### src/rtl/lane_mode_pkg.sv
package lane_mode_pkg;
  typedef enum logic [2:0] {
    OP_NOP   = 3'd0,
    OP_CMP   = 3'd1,
    OP_FLIP  = 3'd2,
    OP_ALLON = 3'd3,
    OP_LOAD  = 3'd4,
    OP_READ  = 3'd5,
    OP_FIRST = 3'd6,
    OP_RSV   = 3'd7
  } mode_op_e;

  localparam int unsigned HALVES = 2;
endpackage

### src/rtl/half_mask_bank.sv
module half_mask_bank #(
  parameter int unsigned W = 64
) (
  input  logic         clk,
  input  logic         rst_n,
  input  logic         set_all,
  input  logic         wr_en,
  input  logic [W-1:0] wr_val,
  input  logic         flip,
  output logic [W-1:0] mask
);
  always_ff @(posedge clk) begin
    if (!rst_n)       mask <= '1;
    else if (set_all) mask <= '1;
    else if (wr_en)   mask <= wr_val;
    else if (flip)    mask <= ~mask;
  end

  AST_ALLON_FILLS: assert property (@(posedge clk) disable iff (!rst_n)
    set_all |=> (mask == '1));
  AST_FLIP_INVERTS: assert property (@(posedge clk) disable iff (!rst_n)
    (flip && !set_all && !wr_en) |=> (mask == ~$past(mask)));
  AST_WRITE_TAKES: assert property (@(posedge clk) disable iff (!rst_n)
    (wr_en && !set_all) |=> (mask == $past(wr_val)));
  AST_IDLE_HOLDS: assert property (@(posedge clk) disable iff (!rst_n)
    !(set_all || wr_en || flip) |=> $stable(mask));
endmodule

### src/rtl/low_first_one.sv
module low_first_one #(
  parameter int unsigned W  = 64,
  localparam int unsigned IW = (W > 1) ? $clog2(W) : 1
) (
  input  logic [W-1:0]  vec,
  output logic [IW-1:0] idx,
  output logic          none
);
  always_comb begin
    idx  = '0;
    none = 1'b1;
    for (int i = W - 1; i >= 0; i--) begin
      if (vec[i]) begin
        idx  = IW'(i);
        none = 1'b0;
      end
    end
  end

  always_comb begin
    if (!none) begin
      AST_IDX_IS_SET: assert (vec[idx]);
    end else begin
      AST_NONE_MEANS_ZERO: assert (vec == '0 && idx == '0);
    end
  end
endmodule

### src/rtl/lane_mode_ctrl.sv
module lane_mode_ctrl
  import lane_mode_pkg::*;
#(
  parameter int unsigned LANES = 64,
  localparam int unsigned IW = (LANES > 1) ? $clog2(LANES) : 1
) (
  input  logic             clk,
  input  logic             rst_n,
  input  logic             cmd_valid,
  output logic             cmd_ready,
  input  logic [2:0]       cmd_op,
  input  logic [1:0]       cmd_half,
  input  logic [LANES-1:0] cmd_acc,
  input  logic [LANES-1:0] cmp_lo,
  input  logic [LANES-1:0] cmp_hi,
  output logic             rsp_valid,
  input  logic             rsp_ready,
  output logic [LANES-1:0] rsp_data,
  output logic             rsp_none,
  output logic [LANES-1:0] lane_en_lo,
  output logic [LANES-1:0] lane_en_hi
);
  mode_op_e         op;
  logic             accept;
  logic [LANES-1:0] cmp_v  [HALVES];
  logic [LANES-1:0] mask_v [HALVES];
  logic [LANES-1:0] readback;
  logic [IW-1:0]    first_idx;
  logic             first_none;

  assign op        = mode_op_e'(cmd_op);
  assign cmd_ready = !rsp_valid || rsp_ready;
  assign accept    = cmd_valid && cmd_ready;
  assign cmp_v[0]  = cmp_lo;
  assign cmp_v[1]  = cmp_hi;

  for (genvar h = 0; h < HALVES; h++) begin : g_half
    logic sel;
    logic wr_en;
    logic [LANES-1:0] wr_val;
    assign sel    = accept && cmd_half[h];
    assign wr_en  = sel && (op == OP_CMP || op == OP_LOAD);
    assign wr_val = (op == OP_LOAD) ? cmd_acc : cmp_v[h];

    half_mask_bank #(.W(LANES)) u_bank (
      .clk     (clk),
      .rst_n   (rst_n),
      .set_all (accept && op == OP_ALLON),
      .wr_en   (wr_en),
      .wr_val  (wr_val),
      .flip    (sel && op == OP_FLIP),
      .mask    (mask_v[h])
    );
  end

  assign lane_en_lo = mask_v[0];
  assign lane_en_hi = mask_v[1];

  always_comb begin
    readback = '0;
    for (int h = 0; h < HALVES; h++) begin
      if (cmd_half[h]) readback = readback | mask_v[h];
    end
  end

  low_first_one #(.W(LANES)) u_first (
    .vec  (cmd_acc),
    .idx  (first_idx),
    .none (first_none)
  );

  always_ff @(posedge clk) begin
    if (!rst_n) begin
      rsp_valid <= 1'b0;
      rsp_data  <= '0;
      rsp_none  <= 1'b0;
    end else if (accept && (op == OP_READ || op == OP_FIRST)) begin
      rsp_valid <= 1'b1;
      rsp_data  <= (op == OP_READ) ? readback : LANES'(first_idx);
      rsp_none  <= (op == OP_FIRST) && first_none;
    end else if (rsp_ready) begin
      rsp_valid <= 1'b0;
    end
  end

  AST_RSP_HELD: assert property (@(posedge clk) disable iff (!rst_n)
    (rsp_valid && !rsp_ready) |=> (rsp_valid && $stable(rsp_data) && $stable(rsp_none)));
  AST_STALL_KEEPS_MASK: assert property (@(posedge clk) disable iff (!rst_n)
    (cmd_valid && !cmd_ready) |=> ($stable(lane_en_lo) && $stable(lane_en_hi)));
  AST_RSP_FOLLOWS: assert property (@(posedge clk) disable iff (!rst_n)
    (accept && (op == OP_READ || op == OP_FIRST)) |=> rsp_valid);
  AST_READ_LO: assert property (@(posedge clk) disable iff (!rst_n)
    (accept && op == OP_READ && cmd_half == 2'b01) |=> (rsp_data == $past(lane_en_lo) && !rsp_none));
endmodule

### config.mk
export PLATFORM = sky130hd
export DESIGN_NAME = lane_mode_ctrl
export DESIGN_NICKNAME = d
export VERILOG_FILES = /design/src/rtl/lane_mode_pkg.sv /design/src/rtl/half_mask_bank.sv /design/src/rtl/low_first_one.sv /design/src/rtl/lane_mode_ctrl.sv
export SDC_FILE = /design/constraint.sdc
export NUM_CORES = 1
export LEC_CHECK = 0
export BUFFER_PORTS_ARGS = -buffer_cell sky130_fd_sc_hd__buf_2
export CORE_UTILIZATION = 45
export CTS_BUF_LIST = sky130_fd_sc_hd__clkbuf_16
export DETAILED_ROUTE_END_ITERATION = 12
export PLACE_DENSITY_LB_ADDON = 0.25
export SLEW_MARGIN = 20
export SYNTH_ARGS = -nofsm -noshare
export SYNTH_HDL_FRONTEND = slang
export SYNTH_SLANG_ARGS = --single-unit
### constraint.sdc
create_clock -name clk -period 1.8 [get_ports clk]
set_clock_uncertainty 0.15 [all_clocks]
set_input_delay 0 -clock clk [delete_from_list [all_inputs] [get_ports clk]]
set_output_delay 0 -clock clk [all_outputs]
set_load 0.05 [all_outputs]
==> results of run 1 <==
[cell usage after synthesis (14+ instances only)]
master,number
a22oi_1,64
mux2i_1,29
nand3_1,95
nand2_1,167
dfxtp_1,194
nor3_1,53
o311ai_0,41
buf_2,19
a21oi_1,209
o21ai_0,103
nor4_1,14
a311o_1,88
clkbuf_1,99
nor2_1,161
[logic make-up (layout without fill, tap and decap cells)]
logic type             after synthesis  count (layout)  synth area share [%]
AND/OR/NAND/NOR                    516             516                  21.2
AO/OA/AOI/OAI                      545             546                  33.7
other                                0               5                     0
XOR/XNOR                             1               1                0.0822
flip-flops                         194             194                  36.5
multiplexers                        29              29                  2.72
buffers and inverters              143             810                  5.75
[per-stage QoR]
step	setup TNS, ns	power, mW	hold WS [ns]	util (%)	instance area (sq um)
CTS	0	11.3	-0.0321	73.5	16800
detailed placement	-0.197	7.22	0.161	59.3	13600
finish	-0.839	11.7	-0.00245	77.2	17700
global route	-2.65	12.0	0.0249	77.1	17700
global placement	-0.0658	7.18	0.155	59.3	13600
floorplan	-23.96	6.29	-0.0143	-	11000
[flip-flops by register name (all words and copies together) (netlist names)]
name and cells:
rsp_none 1, g_half.u_bank.mask 128, rsp_valid 1, rsp_data 64
[final timing paths]
kind	start	endpoint	cells after the start
max	cmd_op[0]	g_half[0].u_bank.mask[47]$_SDFFE_PP1P_	8
min	cmd_acc[11]	rsp_data[3]$_SDFFE_PN0P_	4
max reg2reg	rsp_valid$_SDFFE_PN0P_	g_half[0].u_bank.mask[47]$_SDFFE_PP1P_	7
min reg2reg	rsp_none$_SDFFE_PN0P_	rsp_none$_SDFFE_PN0P_	2
[critical path, cell delays in order]
cell and delay, ns:
buf_2 0.17, or3b_4 0.48, buf_12 0.20, nand2_1 0.14
a21oi_1 0.08, dlygate4sd3_1 0.59, o21ai_2 0.14, nand3_1 0.27
[layer usage]
metal,GRT usage (%),vias to the layer above,routed length [um]
met1,47.4,7199,19100
met5,0,-,18
met4,21.8,4,3170
met2,62.3,1364,23800
met3,8.00,328,6250
li1,-,6693,-
[cell type report]
cell class	count	area [sq um]
Multi-Input combinational cell	1092	6700
Timing Repair Buffer	769	6100
Fill cell	1500	5230
Sequential cell	194	3890
Clock buffer	17	425
Tap cell	313	392
Clock inverter	13	120
Inverter	11	41.3
Antenna cell	5	12.5
[power breakdown]
| part | internal, mW | switching, mW |
|---|---|---|
| logic | 1.28 | 2.01 |
| registers | 4.47 | 0.192 |
| clock network | 1.82 | 1.94 |
| total | 7.56 | 4.14 |
[what timing repair did]
action,in CTS,in global routing
buffers inserted,0,9
endpoints found under the setup margin,0,169
hold buffers,270,0
hold endpoints to repair,139,0
resized for setup,0,117
==> results.cfg, run 1 <==
[synth]
synth_area_sq_mm = 0.0107
synth_top_flop_cell = dfxtp_1
synth_top_area_share_pct = 36.5
syn_inst = 1428
ys_seq_area_share_pct = 36.5
ys_ff_latch = 194
avgSynthCellArea_sq_um = 7.46
synth_warnings = 0
synth_edf_count = 0
synth_area_leaders = dfxtp_1, a21oi_1, a311o_1, nand2_1, nor2_1
async_flop_share_pct = 0
synthDistinctLibCells = 52
synth_top_area_cell = dfxtp_1
syn_nets = 1629

[cts]
clock_latency_ns = 0.44
clkTransAtPathRegs_ns = 0.07
cts_made_buffers = 17
htreeDepth = 4
root_buffer = clkbuf_16
cts_tree = done
cts_sinks = 194
cts_buffer_depth = 2

[detailed_routing]
drc = 0
wl_per_cell_um = 21.7
via_per_inst = 6.46
drt_iter0_markers = 1884
firstDrtPassIters = 7
wirelength_um = 52300
ant_nets = 0
via_count = 15600

[timing]
worst_slew_margin_rel_pct = 64.6
finalHoldViolations = 1
worstMarginPinSlew_ns = 0.525
final.setup.worst_slack_ns = -0.222
slew_viol_final = 0
fmax_mhz = 495
setup_violations = 24
period_minus_slack_ns = 2.02
hold_slack_ns = -0.00245
rsz0062_at_grt = yes
fin_crit_sh_pct = 112

[grt]
grt_max_degree = 63
grt_pass1_wl_um = 74400
grt_overflow_total = 0
grt_pass1_vias = 14300
antenna_found_initial = 4
grt_usage_pct = 38.5

[final_layout]
stdcell_count = 2414
most-common-layout-cells = buf_2, dlygate4sd3_1, a21oi_1, dfxtp_1, nand2_1
drive_gt1_share_pct = 29.8
layout_commonest_cell = buf_2
final_nets = 2286
area_growth_pct = 66.0

[floorplan]
die_x_um = 156
coreArea_sq_mm = 0.0229
start_util_pct = 46.5
ioPinCount = 396
rows = 55
die-area_sq_mm = 0.0243
die_h_um = 156

[power_and_ir_drop]
leakage_nw = 7.32
peakVddDrop_v = 0.000511
power.density_mw_per_mm2 = 661

[worst_hold_path]
hold_class = in2reg

[place]
post-place-ws_ns = -0.0836
place_inst = 2084
io_buffers = 395
place.gp.congestion = 0.906
hpwl_um = 29900

[worst_setup_path]
crit_fanout = 39
cp.arrival_ns = 2.09
r2r_setup_slack_ns = -0.18
cp-end-kind = register
path_class = in2reg
crit_path_start_kind = input pin
crit_required_ns = 1.87

[run_status]
violations = hold timing, setup timing
outcome = finished with violations

[flow_run]
cap_violations = 0
(Power assumes the default switching activity.)
==> inputs of run 2 (changes only) <==
- CELL_PAD_IN_SITES_DETAIL_PLACEMENT: unset -> 1
- CELL_PAD_IN_SITES_GLOBAL_PLACEMENT: unset -> 2
- CORE_UTILIZATION: 45 -> 24
==> run 2 against run 1 <==
- the flow finishes with violations (setup timing)
- maximum frequency rose by 7.3%
- worst hold slack improved by 0.046 ns
- setup slack improved by 0.14 ns
- critical path depth increased by 1
- routed wire length up 13%
- utilization fell by 36 points
- critical endpoint is now g_half[1].u_bank.mask[52]$_SDFFE_PP1P_
==> results.cfg, run 2 (same netlist as run 1, synthesis figures left out) <==
[detailed_routing]
wirelength_um = 59400
via_count = 14300
wl_per_cell_um = 22.1
drc = 0
firstDrtPassIters = 5
ant_nets = 0
via_per_inst = 5.32
drt_iter0_markers = 865

[timing]
setup_violations = 23
worst_slew_margin_rel_pct = 65.1
rsz0062_at_grt = yes
finalHoldViolations = 0
slew_viol_final = 0
period_minus_slack_ns = 1.88
worstMarginPinSlew_ns = 0.523
finalSetupTns_ns = -0.681
final.setup.worst_slack_ns = -0.0843
fin_crit_sh_pct = 105
fmax_mhz = 531

[worst_setup_path]
cp_top_family = buffers and inverters
crit_path_start_kind = register
cp-end-kind = register
crit_path_cell_trace = nand2b_4 > and2_4 > o211ai_1 > buf_4 > buf_12 > buf_12 > nor3_2 > a21oi_1 > o311ai_1
crit_fanout = 8
cp_common_cell = buf_12
crit_buf_inv = 3
path_class = reg2reg
cp.arrival_ns = 2.12
slowest_delay_ns = 0.36
cp_slowest_cell = dfxtp_4
crit_required_ns = 2.03

[final_layout]
fill_cells = 5278
reg_top3 = g_half.u_bank.mask x128, rsp_data x64
most-common-layout-cells = buf_2, dlygate4sd3_1, a21oi_1, dfxtp_1, nand2_1
final_nets = 2280
drive_gt1_share_pct = 29.5
layout_commonest_cell = buf_2
largest-register = g_half.u_bank.mask
area_growth_pct = 69.1
largest_register_ffs = 128
utilization_pct = 41.5

[cts]
root_buffer = clkbuf_16
clock_latency_ns = 0.51
htreeDepth = 4
cts_buffer_depth = 2
clkTransAtPathRegs_ns = 0.08
cts_tree = done
cts_made_buffers = 17
cts_sinks = 194

[floorplan]
die-area_sq_mm = 0.0452
ioPinCount = 396
rows = 76
die_x_um = 213
die_h_um = 213
coreArea_sq_mm = 0.0435
start_util_pct = 24.5

[place]
hpwl_um = 38500
io_buffers = 395
place.gp.congestion = 0.769

[power_and_ir_drop]
sw_frac_of_total_pct = 34.4
p_clk_share_pct = 35.3
peakVddDrop_v = 0.000631
switching_power_mw = 4.22
internal_power_mw = 8.06
pwr-share-comb_pct = 26.8
power.density_mw_per_mm2 = 681
seqPwrFrac_pct = 38.0
leakage_nw = 7.34

[worst_hold_path]
hold_class = in2reg

[flow_run]
cap_violations = 0

[grt]
grt_pass1_wl_um = 85100
grt_max_degree = 69
grt_overflow_total = 0
grt_pass1_vias = 14500
grt_usage_pct = 24.8
antenna_found_initial = 3

[run_status]
outcome = finished with violations
violations = setup timing
[run 2: cell types whose count changed in the layout (fill, tap and decap cells not counted), moves of 5 or more]
cell,before,now
o21ai_1,34,41
o311ai_1,31,36
a21oi_2,15,10
o21ai_0,69,62
dlygate4sd3_1,268,261
o311ai_2,8,2
[run 2: worst reg2reg max path: stages, from the launching register on]
cell      delay [ns]
dfxtp_4         0.36
nand2b_4        0.05
and2_4          0.15
o211ai_1        0.13
buf_4           0.23
buf_12          0.19
buf_12          0.14
nor3_2          0.04
a21oi_1         0.19
o311ai_1        0.13
[run 2: stage by stage]
stage	instances	cell area, sq um	power [mW]	setup slack, ns	hold WS, ns
3_5_place_dp	2359	14000	7.36	-0.175	0.180
3_3_place_gp	2359	14000	7.31	-0.111	0.174
2_1_floorplan	1428	11000	6.29	-0.267	-0.0143
4_1_cts	2657	17300	12.2	-0.00816	0.000607
6_report	2683	18000	12.3	-0.0843	0.0435
5_1_grt	2679	18000	12.8	-0.150	0.0760
[run 2: final cells by class]
type                    instances  area, sq um  area share (%)
flip-flops and latches        194         3890            21.6
repair buffers                764         6100            33.8
well taps                     585          732            4.06
multi-input cells            1091         6630            36.8
clock buffers                  17          425            2.36
clock inverters                15          188            1.04
inverters                      11         41.3           0.229
diodes                          6         15.0          0.0833
[run 2: repair_timing]
action / in CTS / in global routing
pin swaps: 1 / 22
setup endpoints to repair: 48 / 97
resized for setup: 8 / 112
cloned: 2 / 15
hold buffers: 262 / 1
setup buffers: 2 / 7
hold endpoints to repair: 146 / 1
[run 2: routing by layer]
metal | part of all wire [%] | vias to the layer above | track usage [%]
met2 | 48 | 388 | 40.4
met1 | 45 | 7150 | 32.4
met4 | 2.6 | 0 | 8.66
li1 | - | 6651 | -
met3 | 4.7 | 79 | 4.96
met5 | 0 | - | 0
[run 2: final timing paths]
path                                                 end                   start  slack, ns  cells after the start
hold reg to reg                    rsp_none$_SDFFE_PN0P_   rsp_none$_SDFFE_PN0P_       0.31                      2
setup reg to reg  g_half[1].u_bank.mask[52]$_SDFFE_PP1P_  rsp_valid$_SDFFE_PN0P_      -0.08                      9
hold / removal    g_half[0].u_bank.mask[63]$_SDFFE_PP1P_               cmd_op[0]       0.04                      6
setup / recovery  g_half[1].u_bank.mask[52]$_SDFFE_PP1P_  rsp_valid$_SDFFE_PN0P_      -0.08                      9
[run 2: power by group through the flow]
stage	Sequential, mW	Combinational, mW	Clock (mW)
after floorplan	5.31	0.974	0
after global placement	4.74	2.57	0
after detailed placement	4.75	2.61	0
after CTS	4.65	3.11	4.47
after global routing	4.68	3.50	4.59
final	4.66	3.29	4.33
==> inputs of run 3 (changes only) <==
- CORE_MARGIN: unset -> 1.5
==> run 3 against run 2 <==
- the flow still finishes with violations (setup timing)
- critical path depth stayed put
- critical endpoint is now g_half[1].u_bank.mask[28]$_SDFFE_PP1P_
- highest routed layer unchanged
- maximum frequency increased by 3.0%
- utilization fell by 0.50 points
- non-clock buffer count increased by 16
==> results.cfg, run 3 (same netlist as run 1, synthesis figures left out) <==
[floorplan]
die_x_um = 214
coreArea_sq_mm = 0.0440
die-area_sq_mm = 0.0457
start_util_pct = 24.2
rows = 77
die_h_um = 214
ioPinCount = 396

[cts]
cts_tree = done
root_buffer = clkbuf_16
cts_sinks = 194
clkTransAtPathRegs_ns = 0.08
cts_made_buffers = 17
cts_buffer_depth = 2
clock_latency_ns = 0.50
htreeDepth = 4

[detailed_routing]
via_count = 14400
drt_iter0_markers = 745
firstDrtPassIters = 5
drc = 0
wl_per_cell_um = 23.0
via_per_inst = 5.31
ant_nets = 0
wirelength_um = 62200

[worst_setup_path]
crit_fanout = 6
crit_path_cell_trace = nand2b_4 > and2_4 > buf_4 > nand2_4 > nor2_2 > nor2_4 > clkbuf_16 > buf_12 > o311ai_1
cp.arrival_ns = 2.05
cp_top_family = simple AND/OR/NAND/NOR gates
crit_buf_inv = 3
path_class = reg2reg
cp_slowest_cell = dfxtp_4
crit_required_ns = 2.02
crit_path_start_kind = register
cp-end-kind = register
crit_start = rsp_valid$_SDFFE_PN0P_
rr_startpoint = rsp_valid$_SDFFE_PN0P_
slowest_delay_ns = 0.36

[place]
hpwl_um = 40100
place_inst = 2382
place.gp.congestion = 0.788
placed_area_sq_mm = 0.0141
io_buffers = 395

[grt]
antenna_found_initial = 3
grt_pass1_vias = 14600
grt_overflow_total = 0
grt_usage_pct = 24.9
grt_max_degree = 58
grt_pass1_wl_um = 85700

[timing]
period_minus_slack_ns = 1.83
finalHoldViolations = 0
setup_violations = 46
worst_slew_margin_rel_pct = 66.2
final.setup.worst_slack_ns = -0.0302
slew_viol_final = 0
fmax_mhz = 546
fin_crit_sh_pct = 102
rsz0062_at_grt = yes
hold_slack_ns = 0.0172
worstMarginPinSlew_ns = 0.507

[power_and_ir_drop]
p_clk_share_pct = 32.6
switching_power_mw = 4.18
internal_power_mw = 7.73
peakVddDrop_v = 0.000691
seqPwrFrac_pct = 39.1
sw_frac_of_total_pct = 35.1
power.density_mw_per_mm2 = 660
leakage_nw = 7.35
pwr-share-comb_pct = 28.3
p_total_mw = 11.9

[final_layout]
layout_commonest_cell = buf_2
final_nets = 2299
most-common-layout-cells = buf_2, dlygate4sd3_1, a21oi_1, dfxtp_1, nand2_1
reg_top3 = g_half.u_bank.mask x128, rsp_data x64
design_area_sq_mm = 0.0180
drive_gt1_share_pct = 29.8
largest_register_ffs = 128
stdcell_count = 2705
largest-register = g_half.u_bank.mask
utilization_pct = 41.0
area_growth_pct = 69.3

[flow_run]
cap_violations = 0

[worst_hold_path]
hp-start = cmd_acc[19]
hold_class = in2reg

[run_status]
violations = setup timing
outcome = finished with violations
## run 3: changes by cell type in the layout (fill, tap and decap cells not counted), moves of 4 or more
cell,before,now
a21oi_1,197,209
a21oi_2,10,0
buf_4,57,72
buf_6,7,12
dlygate4sd3_1,261,257
nand3_1,93,88
nand3_2,1,6
nor3_2,29,38
nor3_4,10,0
o21ai_0,62,78
o21ai_1,41,25
## run 3: tightest hold or removal path, stage by stage
cell	delay, ns
buf_2	0.10
nor4_2	0.05
a221oi_1	0.23
o21ai_1	0.11
a21oi_1	0.13
## run 3: through the flow
step           worst slack, ns  setup TNS [ns]
3_5_place_dp            -0.120           -1.58
5_1_grt                -0.0919           -6.36
6_report               -0.0302          -0.721
4_1_cts               -0.00506         -0.0151
2_1_floorplan           -0.267          -23.96
3_3_place_gp            -0.112          -0.363
## run 3: power by group through the flow
stage | registers, mW | clock network (mW) | logic, mW
after global routing | 4.68 | 4.14 | 3.59
after CTS | 4.65 | 4.00 | 3.12
after floorplan | 5.31 | 0 | 0.974
after global placement | 4.74 | 0 | 2.61
final | 4.65 | 3.89 | 3.37
after detailed placement | 4.75 | 0 | 2.65
## run 3: worst paths after layout
check                                           endpoint  slack (ns)  cells after the start
hold / removal                  rsp_data[1]$_SDFFE_PN0P_        0.02                      5
hold reg to reg                rsp_data[34]$_SDFFE_PN0P_        0.34                      2
setup / recovery  g_half[1].u_bank.mask[28]$_SDFFE_PP1P_       -0.03                      9
setup reg to reg  g_half[1].u_bank.mask[28]$_SDFFE_PP1P_       -0.03                      9
## run 3: cell type report
cell class / instances / area, sq um
Multi-Input combinational cell: 1094 / 6560
Timing Repair Buffer: 780 / 6250
Antenna cell: 3 / 7.51
Clock inverter: 13 / 92.6
Inverter: 11 / 42.5
Clock buffer: 18 / 450
Tap cell: 592 / 741
Fill cell: 5425 / 26000
Sequential cell: 194 / 3890
## run 3: what timing repair did
action	4_1_cts	5_1_grt
gates cloned	0	26
setup endpoints to repair	80	108
endpoints found under the hold margin	140	4
hold buffers	256	3
gates resized for setup	1	73
pin swaps	0	31
buffers inserted	0	5
## run 3: layer usage
layer | track usage (%) | vias up | routed length [um]
li1 | - | 6703 | -
met1 | 31.3 | 7162 | 27900
met2 | 41.7 | 424 | 29800
met3 | 5.46 | 82 | 3100
met4 | 8.86 | 0 | 1450
met5 | 0 | - | 0
